[src/rtl/fo_nl_pkg.sv]
package fo_nl_pkg;

    localparam int HALF_W   = 16;
    localparam int WORD_W   = 2 * HALF_W;
    localparam int WIDE_W   = 9;
    localparam int NARROW_W = 7;
    localparam int FO_ROUNDS = 3;
    localparam int FI_ROUNDS = 4;
    localparam int TOTAL_STEPS = FO_ROUNDS * FI_ROUNDS;
    localparam int KEY_W    = FO_ROUNDS * HALF_W;

    localparam logic [WIDE_W-1:0]   WIDE_POLY   = 9'h011;
    localparam logic [NARROW_W-1:0] NARROW_POLY = 7'h03;
    localparam logic [WIDE_W-1:0]   WIDE_MASK   = 9'h0B3;
    localparam logic [NARROW_W-1:0] NARROW_MASK = 7'h2D;

    typedef struct packed {
        logic [HALF_W-1:0]   lh;
        logic [HALF_W-1:0]   rh;
        logic [WIDE_W-1:0]   p;
        logic [NARROW_W-1:0] q;
    } fo_state_t;

    typedef struct packed {
        logic             vld;
        fo_state_t        st;
        logic [KEY_W-1:0] ko;
        logic [KEY_W-1:0] ki;
    } fo_slot_t;

    function automatic logic [WIDE_W-1:0] gf_wide_mul(input logic [WIDE_W-1:0] a,
                                                      input logic [WIDE_W-1:0] b);
        logic [WIDE_W-1:0] acc;
        logic [WIDE_W-1:0] sh;
        acc = '0;
        sh  = a;
        for (int i = 0; i < WIDE_W; i++) begin
            if (b[i]) acc = acc ^ sh;
            sh = {sh[WIDE_W-2:0], 1'b0} ^ (sh[WIDE_W-1] ? WIDE_POLY : '0);
        end
        return acc;
    endfunction

    function automatic logic [NARROW_W-1:0] gf_narrow_mul(input logic [NARROW_W-1:0] a,
                                                          input logic [NARROW_W-1:0] b);
        logic [NARROW_W-1:0] acc;
        logic [NARROW_W-1:0] sh;
        acc = '0;
        sh  = a;
        for (int i = 0; i < NARROW_W; i++) begin
            if (b[i]) acc = acc ^ sh;
            sh = {sh[NARROW_W-2:0], 1'b0} ^ (sh[NARROW_W-1] ? NARROW_POLY : '0);
        end
        return acc;
    endfunction

    function automatic logic [WIDE_W-1:0] sub_wide(input logic [WIDE_W-1:0] v);
        return gf_wide_mul(gf_wide_mul(v, v), v) ^ WIDE_MASK;
    endfunction

    function automatic logic [NARROW_W-1:0] sub_narrow(input logic [NARROW_W-1:0] v);
        return gf_narrow_mul(gf_narrow_mul(v, v), v) ^ NARROW_MASK;
    endfunction

    function automatic logic [HALF_W-1:0] key_part(input logic [KEY_W-1:0] k, input int j);
        return k[KEY_W-1-HALF_W*j -: HALF_W];
    endfunction

    // One inner subfunction round; step k covers outer round k/4, inner round k%4.
    function automatic fo_state_t fo_step(input fo_state_t s, input int k,
                                          input logic [KEY_W-1:0] ko,
                                          input logic [KEY_W-1:0] ki);
        fo_state_t         n;
        logic [HALF_W-1:0] x;
        logic [HALF_W-1:0] kj;
        logic [HALF_W-1:0] fi;
        n  = s;
        kj = key_part(ki, k / FI_ROUNDS);
        case (k % FI_ROUNDS)
            0: begin
                x   = s.lh ^ key_part(ko, k / FI_ROUNDS);
                n.q = x[NARROW_W-1:0];
                n.p = sub_wide(x[HALF_W-1:NARROW_W]) ^ {2'b00, x[NARROW_W-1:0]};
            end
            1: begin
                n.p = s.p ^ kj[WIDE_W-1:0];
                n.q = sub_narrow(s.q) ^ s.p[NARROW_W-1:0] ^ kj[HALF_W-1:WIDE_W];
            end
            2: begin
                n.p = sub_wide(s.p) ^ {2'b00, s.q};
            end
            default: begin
                fi   = {sub_narrow(s.q) ^ s.p[NARROW_W-1:0], s.p};
                n.lh = s.rh;
                n.rh = fi ^ s.rh;
            end
        endcase
        return n;
    endfunction

    // Round-structured model used by the checker.
    function automatic logic [HALF_W-1:0] fi_model(input logic [HALF_W-1:0] x,
                                                   input logic [HALF_W-1:0] k);
        logic [WIDE_W-1:0]   a;
        logic [NARROW_W-1:0] b;
        a = sub_wide(x[HALF_W-1:NARROW_W]) ^ {2'b00, x[NARROW_W-1:0]};
        b = x[NARROW_W-1:0];
        b = sub_narrow(b) ^ a[NARROW_W-1:0] ^ k[HALF_W-1:WIDE_W];
        a = a ^ k[WIDE_W-1:0];
        a = sub_wide(a) ^ {2'b00, b};
        b = sub_narrow(b) ^ a[NARROW_W-1:0];
        return {b, a};
    endfunction

    function automatic logic [WORD_W-1:0] fo_model(input logic [WORD_W-1:0] d,
                                                   input logic [KEY_W-1:0] ko,
                                                   input logic [KEY_W-1:0] ki);
        logic [HALF_W-1:0] l;
        logic [HALF_W-1:0] r;
        logic [HALF_W-1:0] t;
        l = d[WORD_W-1:HALF_W];
        r = d[HALF_W-1:0];
        for (int j = 0; j < FO_ROUNDS; j++) begin
            t = fi_model(l ^ key_part(ko, j), key_part(ki, j)) ^ r;
            l = r;
            r = t;
        end
        return {l, r};
    endfunction

endpackage

[src/rtl/fo_stage.sv]
module fo_stage
    import fo_nl_pkg::*;
#(
    parameter int FIRST_STEP = 0,
    parameter int NUM_STEPS  = 3
) (
    input  fo_slot_t slot_in,
    output fo_slot_t slot_out
);
    fo_state_t chain [NUM_STEPS+1];

    assign chain[0] = slot_in.st;

    for (genvar i = 0; i < NUM_STEPS; i++) begin : g_step
        assign chain[i+1] = fo_step(chain[i], FIRST_STEP + i, slot_in.ko, slot_in.ki);
    end

    always_comb begin
        slot_out    = slot_in;
        slot_out.st = chain[NUM_STEPS];
    end
endmodule

[src/rtl/fo_pipe_reg.sv]
module fo_pipe_reg
    import fo_nl_pkg::*;
(
    input  logic     clk,
    input  logic     rst,
    input  fo_slot_t d,
    output fo_slot_t q
);
    always_ff @(posedge clk) begin
        q.st <= d.st;
        q.ko <= d.ko;
        q.ki <= d.ki;
        if (rst) q.vld <= 1'b0;
        else     q.vld <= d.vld;
    end
endmodule

[src/rtl/fo_pipe_unit.sv]
module fo_pipe_unit
    import fo_nl_pkg::*;
#(
    parameter int NUM_STAGES = 4
) (
    input  logic              clk,
    input  logic              rst,
    input  logic              valid_in,
    input  logic [WORD_W-1:0] data_in,
    input  logic [KEY_W-1:0]  ko_in,
    input  logic [KEY_W-1:0]  ki_in,
    output logic              valid_out,
    output logic [WORD_W-1:0] result_out
);
    localparam int STEPS_PER_STAGE = TOTAL_STEPS / NUM_STAGES;

    fo_slot_t head;
    fo_slot_t comb_q [NUM_STAGES];
    fo_slot_t reg_q  [NUM_STAGES+1];

    always_comb begin
        head.vld  = valid_in;
        head.st.lh = data_in[WORD_W-1:HALF_W];
        head.st.rh = data_in[HALF_W-1:0];
        head.st.p  = '0;
        head.st.q  = '0;
        head.ko   = ko_in;
        head.ki   = ki_in;
    end

    assign reg_q[0] = head;

    for (genvar s = 0; s < NUM_STAGES; s++) begin : g_stage
        fo_stage #(
            .FIRST_STEP(s * STEPS_PER_STAGE),
            .NUM_STEPS (STEPS_PER_STAGE)
        ) u_stage (
            .slot_in (reg_q[s]),
            .slot_out(comb_q[s])
        );
        fo_pipe_reg u_reg (
            .clk(clk),
            .rst(rst),
            .d  (comb_q[s]),
            .q  (reg_q[s+1])
        );
    end

    assign valid_out  = reg_q[NUM_STAGES].vld;
    assign result_out = {reg_q[NUM_STAGES].st.lh, reg_q[NUM_STAGES].st.rh};
endmodule

[config.mk]
export PLATFORM = sky130hd
export DESIGN_NAME = fo_pipe_unit
export DESIGN_NICKNAME = d
export VERILOG_FILES = /design/src/rtl/fo_nl_pkg.sv /design/src/rtl/fo_stage.sv /design/src/rtl/fo_pipe_reg.sv /design/src/rtl/fo_pipe_unit.sv
export SDC_FILE = /design/constraint.sdc
export NUM_CORES = 1
export LEC_CHECK = 0
export ABC_AREA = 1
export BUFFER_PORTS_ARGS = -buffer_cell sky130_fd_sc_hd__buf_2
export CORE_MARGIN = 4
export CORE_UTILIZATION = 58
export DETAILED_ROUTE_END_ITERATION = 10
export PLACE_DENSITY = 0.77
export REMOVE_ABC_BUFFERS = 1
export SLEW_MARGIN = 20
export SYNTH_ARGS = -nofsm -noshare
export SYNTH_HDL_FRONTEND = slang
export SYNTH_SLANG_ARGS = --single-unit
export TNS_END_PERCENT = 1
[constraint.sdc]
create_clock -name clk -period 14.11 [get_ports clk]
set_clock_uncertainty 0.1 [all_clocks]
set_input_delay 1.411 -clock clk [delete_from_list [all_inputs] [get_ports clk]]
set_output_delay 1.411 -clock clk [all_outputs]
set_load 0.005 [all_outputs]
* Word level (Yosys, flattened, before mapping)
Index checks and enable logic that the tools add are counted.
Word-level totals: flip-flop bits (word level) 244, bits of input ports 131, output and inout bits 33, logic and storage cells 752
Operators by class: muxes and demuxes 360, bitwise gates (word level) 372
Operators with widths (count):
- 9-bit bitwise XOR | 195
- 7-bit bitwise XOR | 152
- 9-bit 2-to-1 mux | 108
- 7-bit 2-to-1 mux | 84
- 5-bit 2-to-1 mux | 96
- 2-bit 2-to-1 mux | 72
- 16-bit bitwise XOR | 6
- 9-bit by 7-bit bitwise XOR with 9-bit output | 6
- 5-bit inverter | 6
- 4-bit inverter | 6
- 7-bit by 2-bit bitwise XOR with 7-bit output | 1

* Depth between registers and ports, before layout
depth in word-level cells 78, gate-level depth with buffers 52, depth with buffers taken out 50

* Modules after synthesis
Synthesis repeated with hierarchy kept, for this count alone.
Second synthesis, totals: cells, all modules 6055, area, all modules 39953.3 µm²
By module, submodules not included:
- fo_pipe_reg | instances 4, cells an instance 147, area each 2912.8 µm², sequential area each 2902.8 µm²
- fo_stage at g_stage[0].u_stage | instances 1, cells an instance 1549, area each 8079.0 µm², sequential area each 0.0 µm²
- fo_stage at g_stage[2].u_stage | instances 1, cells an instance 1516, area each 7684.9 µm², sequential area each 0.0 µm²
- fo_stage at g_stage[3].u_stage | instances 1, cells an instance 1342, area each 6668.9 µm², sequential area each 0.0 µm²
- fo_stage at g_stage[1].u_stage | instances 1, cells an instance 1059, area each 5865.6 µm², sequential area each 0.0 µm²
- fo_pipe_unit | instances 1, cells an instance 1, area each 3.8 µm², sequential area each 0.0 µm²

* Least setup slack after synthesis
OpenSTA, ideal clock, no wires.
kind in2reg, from input ko_in[44], to register g_stage[0].u_reg.q[110] (netlist bit), setup time 0.112 ns, arrival time 5.709 ns, data required time 13.898 ns, setup slack 8.189 ns, stages 39, buffers on the path 1, path through inv_1 -> nand2_1 -> nand2_2 -> buf_2 -> ha_1 -> inv_1 -> nor2_1 -> inv_1 -> nand3_1 -> nand2_1 -> nand2_1 -> inv_1 -> nor2_1 -> nand2_2 -> nand2_2 -> nand2_4 -> nand2_4 -> nor2_1 -> [3 not listed] -> nand2_1 -> nand2_1 -> nand2_1 -> nand2_1 -> nand2_1 -> clkinv_1 -> ha_1 -> o21ai_1 -> xor2_2 -> inv_2 -> nand3_1 -> and2_2 -> nand2_1 -> xnor2_1 -> xor2_1 -> inv_1 -> nand2_1 -> nand2_1
RTL lines:
- start: declaration | line fo_pipe_unit.sv:10 | input logic [KEY_W-1:0] ko_in,
- end: declaration | line fo_pipe_reg.sv:7 | output fo_slot_t q

==> key figures <==
Status
  • Outcome: finished clean

Timing
  • RSZ-0062 raised after global routing: false
  • Setup Total Neg Slack: 0 ns
  • Final setup viols: 0
  • Final Cycle Share: 0.468
  • Worst-margin pin slew: 0.904 ns
  • F_max: around 0.15 GHz
  • Post-layout min period: 6.61 ns
  • Max_slew headroom: 0.393
  • Final Max Slew Viols: 0
  • PnR worst setup slack: 7.50 ns
  • Final hold vios: 0

CTS
  • Clock slew at reported path FFs: approximately 0.07 ns
  • CTS tree: yes
  • PostCTS Resize Cnt: 0
  • Hold Buf Count CTS: 0
  • Postcts setup bufs: 0
  • Max clock buf depth: 3
  • Root Driver: clkbuf_16
  • Cts bufs inserted: 27
  • Num Clock Sinks: 244
  • H-Tree Depth: 1
  • Later-pin clock latency in the skew report: roughly 0.55 ns

Synthesis
  • Post-synth ARST share: 0
  • Netlist cell types: 54
  • Number of synthesized register bits: between 200 and 250
  • Synth Warn #: 0
  • Avg Cell Area, Syn: between 6 and 7 um2
  • Mapped Area: around 24,000 um2
  • Top post-synthesis cells by area: xor2_1, dfxtp_1, nand2_1
  • Syn Inst Count: ~3.6k
  • Post-synth EDFFs: 0
  • Yosys top cell by area: xor2_1
  • Most used DFF post-synth: dfxtp_1
  • Top cell type's share of synthesized area: 0.234
  • Register area share after synthesis: 0.202

Flow run
  • Max-cap violations: 0

Drt
  • Wire per inst: 14.2 um
  • Routed wire length: between 60 and 70 mm
  • Drt first pass iters: 5
  • Residual DRC: 0
  • Final ANT Viol Nets: 0
  • DRT iter0 DRCs: 1,819
  • Metal2 WL: 27.6 mm
  • Max Used Layer: met4
  • M1 wire length: ~28 mm
  • Vias per inst: 5.11
  • DR vias: 22.1k
  • WL met3: around 4.3 mm

Floorplanning
  • Initial core utilization: 0.590
  • Die span in x: roughly 210 um
  • I/O pin cnt: roughly 160
  • Die height: 212 um
  • Die area: ~45,000 um2
  • Core Box Area: slightly above 40,000 um2
  • # rows: 74

Cells and area
  • Synthesis-to-layout area growth: 8.98%
  • Max reg flops: between 200 and 250
  • Top flop regs: g_stage.u_reg.q (244)
  • NumNets Final: between 3k and 4k
  • Layout cells sized above 1: 0.106
  • Biggest register: g_stage.u_reg.q
  • Layout fillers: about 3.8k
  • Post-layout util: 0.643
  • Antenna diodes: 0

Global routing
  • Vias in the first global route: 20.0k
  • Global-route wire length before repair: 99.1 mm
  • Antenna violations before repair: 0
  • GRT Overall Usage: 0.263
  • GRT Residual Overflow: 0
  • Largest net degree at the start of global routing: 24

Place
  • Final GP Congestion: a little under 1
  • DP Wirelength: between 40 and 50 mm
  • Pre-CTS worst setup slack: a little over 7 ns
  • PortBufs: roughly 160

Setup path
  • Most Frequent Cell on Critical Path: nand2_1
  • Critical path class: input pin to flop
  • Startpoint Class: input pin
  • CP Buf/Inv Count: 5
  • Worst path top cell family by delay: simple AND/OR/NAND/NOR gates
  • CP Capture Type: flop
  • Slowest cell on the critical path: ha_1
  • Critical Path Max Stage Delay: approximately 0.46 ns
  • WP data required: about 14 ns
  • Worst-path fanout max: 19
  • Crit path arrival time: 6.93 ns

Min path
  • Hold/Removal Path Class: flop to flop
## through the flow
stage,cells,area (um2),hold WS (ns)
after floorplan,3571,23800,0.210
after global placement,4278,25400,0.210
after detailed placement,4278,25400,0.212
after CTS,4326,26400,0.195
after global routing,4326,26400,0.223
final,4326,26400,0.209
## Yosys cell counts (3+ instances only)
cell type,count
nand2_1,1084
xor2_1,647
nor2_1,454
xnor2_1,320
inv_1,263
dfxtp_1,244
nand3_1,174
nand2_2,54
o21ai_0,48
clkbuf_1,41
inv_2,34
or2_2,29
a21oi_1,26
nand3b_1,23
ha_1,16
o21ai_1,16
clkinv_1,15
nand2_4,12
nand4_1,12
xor2_2,12
xnor2_2,11
buf_2,10
or2_1,10
buf_4,8
buf_6,8
nand3_2,6
nor2_2,6
a21o_1,5
o211ai_1,5
o21ai_2,5
xnor3_1,5
nor3_1,3
o21bai_1,3
o22ai_1,3
## worst paths after layout
path | cells after the start | from | end | slack [ns]
worst min register to register | 0 | g_stage[0].u_reg.q[52] | g_stage[1].u_reg.q[52] | 0.21
worst max-delay path | 40 | ko_in[44] | g_stage[0].u_reg.q[107] | 7.50
worst min-delay path | 0 | g_stage[0].u_reg.q[52] | g_stage[1].u_reg.q[52] | 0.21
worst max register to register | 27 | g_stage[2].u_reg.q[102] | g_stage[3].u_reg.q[122] | 8.64
## worst reg2reg max path, cell delays in order (launching register included)
cell,delay (ns)
dfxtp_1,0.63
ha_1,0.38
inv_1,0.08
nand2_2,0.06
nand2_4,0.10
nor2_1,0.06
xor2_1,0.19
xor2_1,0.37
nand2_1,0.12
xnor2_1,0.15
xor2_1,0.16
or2_2,0.29
nand2_2,0.18
inv_1,0.14
ha_1,0.35
xor2_1,0.30
a21oi_1,0.11
o21a_1,0.16
a21o_1,0.15
nand2_1,0.19
xor2_1,0.36
nand2_1,0.11
xor2_1,0.19
or2_1,0.23
nand2_1,0.06
nand2_1,0.04
nand2_1,0.06
inv_1,0.03
## layer usage
| metal | global-route usage | vias up |
|---|---|---|
| met5 | 0 | - |
| met4 | 0.0888 | 0 |
| met3 | 0.0302 | 132 |
| met2 | 0.428 | 853 |
| met1 | 0.364 | 9830 |
| li1 | - | 11300 |
## logic make-up after synthesis
family                   count (synthesis)  share of synthesized area
AO/OA/AOI/OAI                          121                     0.0286
flip-flops                             244                      0.202
AND/OR/NAND/NOR                       1875                      0.322
XOR/XNOR                               999                      0.374
buffers and inverters                  382                     0.0636
multiplexers                             4                    0.00176
adder cells (fa/ha/maj)                 16                    0.00827
## cell type report
| class | count | area, um2 | share of cell area |
|---|---|---|---|
| Sequential cell | 244 | 4880 | 0.185 |
| Inverter | 312 | 1170 | 0.0444 |
| Clock buffer | 32 | 734 | 0.0278 |
| Clock inverter | 16 | 236 | 0.00896 |
| Timing Repair Buffer | 175 | 906 | 0.0343 |
| Multi-Input combinational cell | 3015 | 17800 | 0.674 |
| Tap cell | 532 | 666 | 0.0252 |
## layout by cell type, fill, tap and decap left out, drive strengths merged
| master | netlist | layout |
|---|---|---|
| a31o | 1 | 1 |
| ha | 16 | 16 |
| a21o | 5 | 5 |
| nand4 | 12 | 12 |
| xor2 | 661 | 661 |
| bufinv | 0 | 5 |
| a21oi | 28 | 28 |
| nor2 | 461 | 461 |
| a22o | 2 | 2 |
| clkinvlp | 0 | 3 |
| nand3b | 23 | 23 |
| o22ai | 3 | 3 |
| o21ai | 69 | 69 |
| mux2 | 2 | 2 |
| nor3 | 3 | 3 |
| xnor2 | 332 | 332 |
| inv | 297 | 300 |
| or2 | 41 | 41 |
| dfxtp | 244 | 244 |
| o21bai | 3 | 3 |
| and2 | 2 | 2 |
| nand2 | 1150 | 1150 |
| o31ai | 2 | 2 |
| o21a | 2 | 2 |
| nand3 | 181 | 181 |
| xor3 | 1 | 1 |
| mux2i | 2 | 2 |
| clkinv | 15 | 20 |
| xnor3 | 5 | 5 |
| or3 | 2 | 2 |
| a21boi | 1 | 1 |
| clkbuf | 42 | 32 |
| o211ai | 5 | 5 |
| buf | 28 | 175 |
Power is not shown: default switching activity piles up to over one toggle a cycle in this logic, so the estimate is an artifact.
